File: src/rtl/i2cmon_pkg.sv
package i2cmon_pkg;

  typedef enum logic [2:0] {
    EV_START   = 3'd0,
    EV_RSTART  = 3'd1,
    EV_STOP    = 3'd2,
    EV_ADDR_WR = 3'd3,
    EV_ADDR_RD = 3'd4,
    EV_DATA_WR = 3'd5,
    EV_DATA_RD = 3'd6
  } evCode_t;

  typedef enum logic [1:0] {
    ST_IDLE = 2'd0,
    ST_ADDR = 2'd1,
    ST_DATA = 2'd2
  } monState_t;

  // strobes from the sequencer to the datapath
  typedef struct packed {
    logic    clrFrame;
    logic    shiftBit;
    logic    emit;
    logic    frameEv;
    logic    addrFrame;
    evCode_t code;
  } ctlStrobe_t;

endpackage

File: src/rtl/i2cmon_datapath.sv
module i2cmon_datapath
  import i2cmon_pkg::*;
#(
  parameter int SYNC_STAGES = 2,
  parameter int DATA_W      = 8
) (
  input  logic              clk,
  input  logic              rst,
  input  logic              sclIn,
  input  logic              sdaIn,
  input  ctlStrobe_t        ctl,
  output logic              startCond,
  output logic              stopCond,
  output logic              bitEdge,
  output logic              lastBit,
  output logic              dirBit,
  output logic              evValid,
  output logic [2:0]        evCode,
  output logic [DATA_W-1:0] evByte,
  output logic              evAck
);

  localparam int FRAME_W = DATA_W + 1;
  localparam int CNT_W   = $clog2(FRAME_W + 1);
  localparam int FILL_N  = SYNC_STAGES + 1;
  localparam int FILL_W  = $clog2(FILL_N + 1);

  logic [SYNC_STAGES-1:0] sclPipe, sdaPipe;
  logic                   sclNow, sdaNow, sclPrev, sdaPrev;
  logic [FILL_W-1:0]      fillCnt;
  logic                   primed;
  logic [CNT_W-1:0]       bitCnt;
  logic [DATA_W-1:0]      shiftReg;

  // resynchronisers, reset to the idle-high bus level
  generate
    if (SYNC_STAGES == 1) begin : g_sync1
      always_ff @(posedge clk) begin
        if (rst) begin
          sclPipe <= '1;
          sdaPipe <= '1;
        end else begin
          sclPipe <= sclIn;
          sdaPipe <= sdaIn;
        end
      end
    end else begin : g_syncN
      always_ff @(posedge clk) begin
        if (rst) begin
          sclPipe <= '1;
          sdaPipe <= '1;
        end else begin
          sclPipe <= {sclPipe[SYNC_STAGES-2:0], sclIn};
          sdaPipe <= {sdaPipe[SYNC_STAGES-2:0], sdaIn};
        end
      end
    end
  endgenerate

  assign sclNow = sclPipe[SYNC_STAGES-1];
  assign sdaNow = sdaPipe[SYNC_STAGES-1];

  // previous-sample registers and the fill counter that arms the comparator
  always_ff @(posedge clk) begin
    if (rst) begin
      sclPrev <= 1'b1;
      sdaPrev <= 1'b1;
      fillCnt <= '0;
    end else begin
      sclPrev <= sclNow;
      sdaPrev <= sdaNow;
      if (!primed) fillCnt <= fillCnt + 1'b1;
    end
  end

  assign primed    = (fillCnt == FILL_W'(FILL_N));
  assign startCond = primed & sclNow & sdaPrev & ~sdaNow;
  assign stopCond  = primed & sclNow & ~sdaPrev & sdaNow;
  assign bitEdge   = primed & ~sclPrev & sclNow;

  // frame assembly
  always_ff @(posedge clk) begin
    if (rst || ctl.clrFrame) begin
      bitCnt   <= '0;
      shiftReg <= '0;
    end else if (ctl.shiftBit) begin
      bitCnt   <= bitCnt + 1'b1;
      shiftReg <= {shiftReg[DATA_W-2:0], sdaNow};
    end
  end

  assign lastBit = (bitCnt == CNT_W'(FRAME_W - 1));
  assign dirBit  = shiftReg[0];

  // event output register
  always_ff @(posedge clk) begin
    if (rst) begin
      evValid <= 1'b0;
      evCode  <= '0;
      evByte  <= '0;
      evAck   <= 1'b0;
    end else begin
      evValid <= ctl.emit;
      evCode  <= ctl.emit ? ctl.code : 3'd0;
      if (ctl.emit && ctl.frameEv) begin
        evByte <= ctl.addrFrame ? {shiftReg[DATA_W-1:1], 1'b0} : shiftReg;
        evAck  <= sdaNow;
      end else begin
        evByte <= '0;
        evAck  <= 1'b0;
      end
    end
  end

  a_r3_count_bound: assert property (@(posedge clk) disable iff (rst)
    bitCnt <= CNT_W'(FRAME_W - 1));

  a_r1_quiet_unprimed: assert property (@(posedge clk) disable iff (rst)
    !primed |-> !ctl.emit);

  a_r10_marker_fields: assert property (@(posedge clk) disable iff (rst)
    (evValid && evCode <= 3'd2) |-> (evByte == '0 && !evAck));

  a_r3_shift_only_on_edge: assert property (@(posedge clk) disable iff (rst)
    ctl.shiftBit |-> bitEdge);

endmodule

File: src/rtl/i2cmon_control.sv
module i2cmon_control
  import i2cmon_pkg::*;
(
  input  logic       clk,
  input  logic       rst,
  input  logic       startCond,
  input  logic       stopCond,
  input  logic       bitEdge,
  input  logic       lastBit,
  input  logic       dirBit,
  input  logic       sdaNowUnused,
  output ctlStrobe_t ctl
);

  monState_t state, stateNext;
  logic      repFlag;
  logic      dirReg, dirValid;
  logic      unusedIn;

  assign unusedIn = sdaNowUnused;

  always_comb begin
    ctl       = '0;
    stateNext = state;
    case (state)
      ST_IDLE: begin
        if (startCond) begin
          ctl.emit     = 1'b1;
          ctl.code     = repFlag ? EV_RSTART : EV_START;
          ctl.clrFrame = 1'b1;
          stateNext    = ST_ADDR;
        end
      end
      ST_ADDR: begin
        if (bitEdge) begin
          if (lastBit) begin
            ctl.emit      = 1'b1;
            ctl.frameEv   = 1'b1;
            ctl.addrFrame = 1'b1;
            ctl.code      = dirBit ? EV_ADDR_RD : EV_ADDR_WR;
            ctl.clrFrame  = 1'b1;
            stateNext     = ST_DATA;
          end else begin
            ctl.shiftBit = 1'b1;
          end
        end
      end
      ST_DATA: begin
        if (bitEdge) begin
          if (lastBit) begin
            ctl.emit     = 1'b1;
            ctl.frameEv  = 1'b1;
            ctl.code     = dirReg ? EV_DATA_RD : EV_DATA_WR;
            ctl.clrFrame = 1'b1;
          end else begin
            ctl.shiftBit = 1'b1;
          end
        end else if (startCond) begin
          ctl.emit     = 1'b1;
          ctl.code     = EV_RSTART;
          ctl.clrFrame = 1'b1;
          stateNext    = ST_ADDR;
        end else if (stopCond) begin
          ctl.emit     = 1'b1;
          ctl.code     = EV_STOP;
          ctl.clrFrame = 1'b1;
          stateNext    = ST_IDLE;
        end
      end
      default: stateNext = ST_IDLE;
    endcase
  end

  always_ff @(posedge clk) begin
    if (rst) begin
      state    <= ST_IDLE;
      repFlag  <= 1'b0;
      dirReg   <= 1'b0;
      dirValid <= 1'b0;
    end else begin
      state <= stateNext;
      if (ctl.emit && (ctl.code == EV_START || ctl.code == EV_RSTART)) begin
        repFlag  <= 1'b1;
        dirValid <= 1'b0;
      end else if (ctl.emit && ctl.code == EV_STOP) begin
        repFlag  <= 1'b0;
        dirValid <= 1'b0;
      end else if (ctl.emit && ctl.addrFrame) begin
        dirReg   <= dirBit;
        dirValid <= 1'b1;
      end
    end
  end

  a_r6_rstart_from_data: assert property (@(posedge clk) disable iff (rst)
    (ctl.emit && ctl.code == EV_RSTART) |-> state == ST_DATA);

  a_r7_stop_to_idle: assert property (@(posedge clk) disable iff (rst)
    (ctl.emit && ctl.code == EV_STOP) |=> (state == ST_IDLE && !repFlag && !dirValid));

  a_r8_addr_no_markers: assert property (@(posedge clk) disable iff (rst)
    (state == ST_ADDR && ctl.emit) |-> ctl.frameEv);

  a_r5_data_has_dir: assert property (@(posedge clk) disable iff (rst)
    (ctl.emit && (ctl.code == EV_DATA_RD || ctl.code == EV_DATA_WR)) |-> dirValid);

  a_r9_idle_only_start: assert property (@(posedge clk) disable iff (rst)
    (state == ST_IDLE && ctl.emit) |-> ctl.code == EV_START);

endmodule

File: src/rtl/i2cmon.sv
module i2cmon
  import i2cmon_pkg::*;
#(
  parameter int SYNC_STAGES = 2,
  parameter int DATA_W      = 8
) (
  input  logic              clk,
  input  logic              rst,
  input  logic              scl,
  input  logic              sda,
  output logic              evValid,
  output logic [2:0]        evCode,
  output logic [DATA_W-1:0] evByte,
  output logic              evAck
);

  ctlStrobe_t ctl;
  logic startCond, stopCond, bitEdge, lastBit, dirBit;

  i2cmon_datapath #(.SYNC_STAGES(SYNC_STAGES), .DATA_W(DATA_W)) u_dp (
    .clk(clk), .rst(rst), .sclIn(scl), .sdaIn(sda), .ctl(ctl),
    .startCond(startCond), .stopCond(stopCond), .bitEdge(bitEdge),
    .lastBit(lastBit), .dirBit(dirBit),
    .evValid(evValid), .evCode(evCode), .evByte(evByte), .evAck(evAck)
  );

  i2cmon_control u_ctl (
    .clk(clk), .rst(rst), .startCond(startCond), .stopCond(stopCond),
    .bitEdge(bitEdge), .lastBit(lastBit), .dirBit(dirBit),
    .sdaNowUnused(1'b0), .ctl(ctl)
  );

endmodule

File: config.mk
export PLATFORM = sky130hd
export DESIGN_NAME = i2cmon
export DESIGN_NICKNAME = d
export VERILOG_FILES = /design/src/rtl/i2cmon_pkg.sv /design/src/rtl/i2cmon_datapath.sv /design/src/rtl/i2cmon_control.sv /design/src/rtl/i2cmon.sv
export SDC_FILE = /design/constraint.sdc
export NUM_CORES = 1
export LEC_CHECK = 0
export ABC_CLOCK_PERIOD_IN_PS = 5400
export BUFFER_PORTS_ARGS = -buffer_cell sky130_fd_sc_hd__buf_2
export CAP_MARGIN = 10
export CORE_MARGIN = 2
export CORE_UTILIZATION = 55
export CTS_BUF_LIST = sky130_fd_sc_hd__clkbuf_4 sky130_fd_sc_hd__clkbuf_8 sky130_fd_sc_hd__clkbuf_16
export CTS_CLUSTER_DIAMETER = 50
export DETAILED_ROUTE_END_ITERATION = 16
export PLACE_DENSITY_LB_ADDON = 0.15
export SYNTH_ARGS = -nofsm -noshare
export SYNTH_HDL_FRONTEND = slang
export SYNTH_SLANG_ARGS = --single-unit
File: constraint.sdc
create_clock -name clk -period 5.4 [get_ports clk]
set_input_delay 0.54 -clock clk [delete_from_list [all_inputs] [get_ports clk]]
set_output_delay 0.54 -clock clk [all_outputs]
set_load 0.005 [all_outputs]
### After elaboration in Yosys (flattened, before gate mapping)

Cells that the tools add are included.

| word-level totals | value |
|---|---|
| register bits | 37 |
| input bits | 4 |
| output and inout port bits | 13 |
| word-level logic and storage cells | 91 |

| cells by class | value |
|---|---|
| equal/unequal tests | 11 |
| reduce and logical (&&, ||, !) cells | 14 |
| bitwise gates (word level) | 14 |
| $add $sub $neg | 2 |
| mux-type cells | 35 |

Operators by type and width:

| cell | count |
|---|---|
| $mux W2 | 9 |
| $mux W3 | 5 |
| $mux W1 | 13 |
| $pmux W3 S3 | 1 |
| $mux W8 | 1 |
| $ne A2 B2 Y1 const B | 4 |
| $and A1 B1 Y1 | 7 |
| $not A1 Y1 | 7 |
| $mux W6 | 1 |
| $pmux W1 S3 | 2 |
| $pmux W2 S3 | 1 |
| $reduce_and A5 Y1 | 1 |
| $add A4 B1 Y4 const B | 1 |
| $eq A2 B2 Y1 const B | 2 |
| $eq A4 B4 Y1 const B | 1 |
| $logic_and A1 B1 Y1 | 4 |
| $pmux W1 S2 | 2 |
| $reduce_or A2 Y1 | 2 |
| $eq A3 B1 Y1 const B | 1 |
| $eq A3 B2 Y1 const B | 1 |
| $logic_not A3 Y1 | 1 |
| $ne A3 B3 Y1 const B | 1 |
| $reduce_and A3 Y1 | 1 |
| $reduce_or A3 Y1 | 1 |
| 5 further kinds | 6 |

### Depth between registers and ports, before layout

| logic depth | value |
|---|---|
| depth in word-level cells | 13 |
| depth in mapped cells | 9 |
| gate-level depth less buffers | 7 |

### By module

From an unflattened synthesis, not the netlist that was laid out.

| second synthesis, totals | value |
|---|---|
| cells, all modules | 160 |
| area total of the unflattened synthesis | 1537.7 um^2 |

Modules (own cells, without submodules):

| module | cells each | seq. area each (um^2) | area an instance (um^2) | instances |
|---|---|---|---|---|
| i2cmon_datapath | 99 | 660.6 | 1124.8 | 1 |
| i2cmon_control | 60 | 80.1 | 409.1 | 1 |
| i2cmon | 1 | 0.0 | 3.8 | 1 |

### Least setup slack after synthesis

No wires, ideal clock.

| timing path | value |
|---|---|
| path kind | register to register |
| start | register u_dp.bitCnt[0] |
| end | register u_dp.bitCnt[1] |
| setup time | 0.114 ns |
| path buffers | 2 |
| data required time | 5.286 ns |
| setup slack | 3.680 ns |
| clock period less this slack | 1.720 ns |
| stages on the path, launching flop included | 9 |
| arrival | 1.606 ns |
| path through | dfxtp_1 inv_1 ha_1 and3b_1 buf_2 nor4_4 buf_4 mux2i_1 nor2_1 |

| between the ends | value |
|---|---|
| longest elaborated chain between the ends | 5 |
| elaborated cells between the ends (all ways) | 10 |
| those cells by class | add/sub (1); eq/ne (1); mux (7); reduce/logical (1) |

RTL lines:

| what | RTL line | text |
|---|---|---|
| from (decl) | i2cmon_datapath.sv:32 | `logic [CNT_W-1:0] bitCnt;` |
| from (signal assigned) | i2cmon_datapath.sv:87 | `bitCnt <= bitCnt + 1'b1;` |
| $eq A4 B4 Y1 | i2cmon_datapath.sv:92 | `assign lastBit = (bitCnt == CNT_W'(FRAME_W - 1));` |
| $mux W1 | i2cmon_control.sv:36, i2cmon_control.sv:50 |  |
| $mux W1 / $mux W8 (equally long branches) | i2cmon_control.sv:49, i2cmon_control.sv:35 |  |
| $pmux W1 S3 | i2cmon_control.sv:25 | `case (state)` |
| $logic_or A1 B1 Y1 | i2cmon_datapath.sv:83 | `if (rst \|\| ctl.clrFrame) begin` |

Several ways; a longest one is shown, not always the timed one.
A chain may end at the register's enable or synchronous reset.

### Worst setup path after layout

| timing path | value |
|---|---|
| start | register u_dp.bitCnt[0] |
| end | register u_dp.bitCnt[3] |

The elaborated chain is that of the path after synthesis.

==> parameters.txt <==
Parameter                              Value

Synth
  Share of synthesized cell area in full adder, half adder and majority cells    5.70%
  Biggest area contributors in the synthesized netlist    dfxtp_1 (48%), mux2i_1 (7.2%), ha_1 (5.7%)
  Summed instance area of the synthesized netlist    1540 sq um
  Most area-hungry cell type in the Yosys netlist    dfxtp_1
  Average cell area after synthesis    10.1 sq um
  Post-synthesis sequential element count    37
  Synthesized-area fraction occupied by ao, oa, aoi and oai cells    under 10%
  Main combinational cell family by area after synthesis    simple AND/OR/NAND/NOR gates
  Instance count of the mapped netlist    approximately 150
  Net count of the mapped netlist    163
  Portion of the post-synthesis area used by sequential elements    48.2%
  Fraction of the mapped netlist area in simple logic gates    about a quarter
  Count of cell types in the netlist    42
  Warnings, synthesis    0
  Multiplexer share of the synthesized area    ~7%
  Fraction of synthesized cell area in xor and xnor cells    under 10%
  Top-area cell type share of the netlist area    just under 50%

Pwr
  Static leakage    0.684 nW
  Clock Power Share    around two fifths
  Sw Pwr    131 uW
  IR drop worst, VDD    approximately 300 uV
  Ratio of total power to cell area    ~340 nW/um^2
  Switching share of power    between 20 and 25%
  Cell internal power dissipation    448 uW
  Relative contribution of sequential cells to total power    roughly half
  Comb pwr share    9.3%

Floorplan
  Initial cell density of the core    between 50% and 60%
  Chip height    ~57 um
  Horizontal die dimension    roughly 57 um
  FP Rows    19
  Core Box Area    between 2000 and 3000 sq um
  Ports placed on the boundary    17
  Area of the die    around 3200 sq um

Clock network
  Clock tree buffer depth    2
  Clock latency reported for the late side of the worst-skew pair    0.34 ns
  Clock buffer count from CTS    5
  Post-cts hold buffer count    0
  TritonCTS clock tree    done
  CTS resizes    0
  CTS Root Buffer Type    clkbuf_4
  Number of levels in the clock H-tree    2
  Clock transition at path regs    between 0.1 and 0.15 ns
  Buffers inserted by post-CTS timing repair    0
  TritonCTS sink count    37

Worst hold path
  Worst hold path type    in2reg
  Launch point of the worst hold path    scl

Status
  Result of the run    finished, final reports clean

Timing
  Post-layout minimum cycle time    2.28 ns
  Worst-margin pin slew    roughly 0.89 ns
  Count of final setup violators    0
  Final setup TNS    0 ns
  Fin crit share    42.2%
  RSZ-0062 raised after global routing    no
  Normalized max-slew margin    approximately two fifths
  Worst setup skew after layout    0.0141 ns
  Total count of hold-check failures in the final report    0
  Pins over their slew limit    0
  Fmax    between 400 and 500 MHz
  Worst slack on hold paths    between 0.3 and 0.4 ns
  Final worst setup slack    approximately 3.1 ns

Layout
  Number of antenna repair diodes    0
  P&R area growth vs syn    12.3%
  Total Nets Final    180
  Layout cells sized above 1    between 20% and 30%
  Top library cells by usage in the layout, fill and taps aside    dfxtp_1 (37), nor2_1 (21), buf_2 (16)
  Final design instance area without fill    between 1500 and 2000 sq um
  Fill cell count    approximately 230
  Most common cell after layout, fill and taps aside    dfxtp_1

Setup path
  Family with the most delay on the worst path    simple AND/OR/NAND/NOR gates
  Buffers & Inverters on Critical Path    1
  Critical path's slowest cell    nor4_4
  Critical path origin    u_dp.bitCnt[0]
  Maximum fanout encountered on the critical timing path    12
  R2R Path Start    u_dp.bitCnt[0]
  Kind of launch point of the worst setup path    register
  Critical path cell sequence    inv_1 > ha_1 > and3b_1 > nor4_4 > nand4_1 > xor2_1 > nor2_2
  Path type of the worst setup path    reg2reg
  Arrival time of the worst setup path    around 2.5 ns
  Required time reported for the critical path endpoint    about 5.6 ns
  Delay of the slowest cell on the worst path    0.78 ns
  Endpoint type of the worst setup path    register

Route
  Detailed Route WL    around 2.5 mm
  Routed wire per std cell    around 13 um
  DR vias    ~1100
  DRC errors left    0
  Pre-Repair DR Iteration Count    4
  Number of DRC markers after the initial detailed-route iteration    27
  Remaining antenna violation count    0
  Post-detailed-route via-to-cell ratio    around 5.3

Flow run
  Number of violations of the max-capacitance limit    0

GRT
  Tot GR Track Use    ~18%
  Maximum number of pins on one net before global-route repair    19
  Remaining global-route overflow    0
  Via count of the first global-routing pass    ~1000
  Number of antenna violations at the first check in global routing    0
  Global-route wire length before repair    between 4 and 5 mm

Place
  Final weighted congestion in routability-driven placement    slightly below 1
  Count of port buffers added during placement    16
  HPWL after DPL    about 1.8 mm
  Area of placed instances    ~1600 sq um
  Setup slack at placement    ~3.1 ns
## cells in the mapped netlist
| library cell | n |
|---|---|
| dfxtp_1 | 37 |
| a211o_1 | 2 |
| o311ai_1 | 1 |
| and2_1 | 8 |
| nand4b_1 | 1 |
| xor2_1 | 4 |
| o41ai_1 | 1 |
| nand2b_1 | 2 |
| nand2_2 | 1 |
| nor2b_1 | 1 |
| xnor2_1 | 1 |
| nand2_1 | 5 |
| a21oi_1 | 3 |
| a211oi_1 | 1 |
| buf_4 | 1 |
| nor2_1 | 21 |
| mux2i_1 | 11 |
| o211ai_2 | 1 |
| clkbuf_1 | 2 |
| buf_6 | 1 |
| ha_1 | 7 |
| nand4_1 | 2 |
| nand3b_1 | 1 |
| a31oi_2 | 1 |
| or2_1 | 1 |
| o32ai_1 | 1 |
| inv_1 | 7 |
| and3b_4 | 1 |
| and3_1 | 2 |
| o21ai_0 | 1 |
| or2_4 | 1 |
| nor4_4 | 2 |
| or2_2 | 6 |
| nor2_2 | 2 |
| a2bb2oi_1 | 1 |
| o21ai_1 | 1 |
| o22ai_1 | 1 |
| a31oi_1 | 2 |
| buf_2 | 2 |
| nor3_1 | 1 |
| nand3_1 | 3 |
| and3b_1 | 1 |
## power by group through the flow
| stage | Sequential, mW | Clock (mW) | Combinational (mW) |
|---|---|---|---|
| final | 0.287 | 0.238 | 0.0539 |
| after global routing | 0.288 | 0.257 | 0.0607 |
| after CTS | 0.287 | 0.246 | 0.0540 |
| after detailed placement | 0.294 | 0 | 0.0533 |
| after global placement | 0.293 | 0 | 0.0513 |
| after floorplan | 0.292 | 0 | 0.0438 |
## final cells by class
cell class                      instances  area [sq um]  area share, %
Sequential cell                        37           741           42.9
Clock buffer                            5          37.5           2.18
Clock inverter                          3          68.8           3.99
Inverter                                7          26.3           1.52
Tap cell                               31          38.8           2.25
Multi-Input combinational cell        102           733           42.5
Timing Repair Buffer                   16          80.1           4.64
## worst paths after layout
path / endpoint / slack (ns) / cells after the start
min reg2reg: u_dp.sclPipe[1] / 0.42 / 1
max reg2reg: u_dp.bitCnt[3] / 3.12 / 7
min: u_dp.sclPipe[0] / 0.38 / 2
max: u_dp.bitCnt[3] / 3.12 / 7
## per-stage QoR
stage                     util [%]  std cells  power [mW]
after global placement        59.7        193       0.344
after CTS                     63.7        201       0.587
final                         63.7        201       0.579
after detailed placement      59.7        193       0.347
after floorplan                  -        152       0.336
after global routing          63.7        201       0.606
## flip-flops by register name (all words and copies together), names as in the netlist
signal         cells
u_ctl.dirReg       1
u_ctl.repFlag      1
u_dp.evValid       1
u_dp.bitCnt        4
u_dp.shiftReg      8
u_ctl.state        2
u_dp.evAck         1
u_dp.sdaPrev       1
u_dp.fillCnt       2
u_dp.sclPrev       1
u_dp.sdaPipe       2
u_dp.evByte        8
u_dp.evCode        3
u_dp.sclPipe       2
## logic make-up after synthesis
kind of cell             Yosys count
XOR/XNOR                           5
multiplexers                      11
AO/OA/AOI/OAI                     17
adder cells (fa/ha/maj)            7
buffers and inverters             13
AND/OR/NAND/NOR                   62
flip-flops                        37
## routing by layer
| layer | vias to the layer above | GRT usage [%] | wire length (um) |
|---|---|---|---|
| met1 | 487 | 24.1 | 1230 |
| met5 | - | 0 | 0 |
| met3 | 9 | 4.84 | 114 |
| li1 | 547 | - | - |
| met2 | 31 | 26.9 | 1110 |
| met4 | 0 | 9.97 | 63 |
## worst reg2reg max path, cell delays in order (launching register included)
cell     delay, ns
dfxtp_1       0.40
inv_1         0.06
ha_1          0.18
and3b_1       0.30
nor4_4        0.78
nand4_1       0.21
xor2_1        0.21
nor2_2        0.05
(Power assumes the default switching activity.)
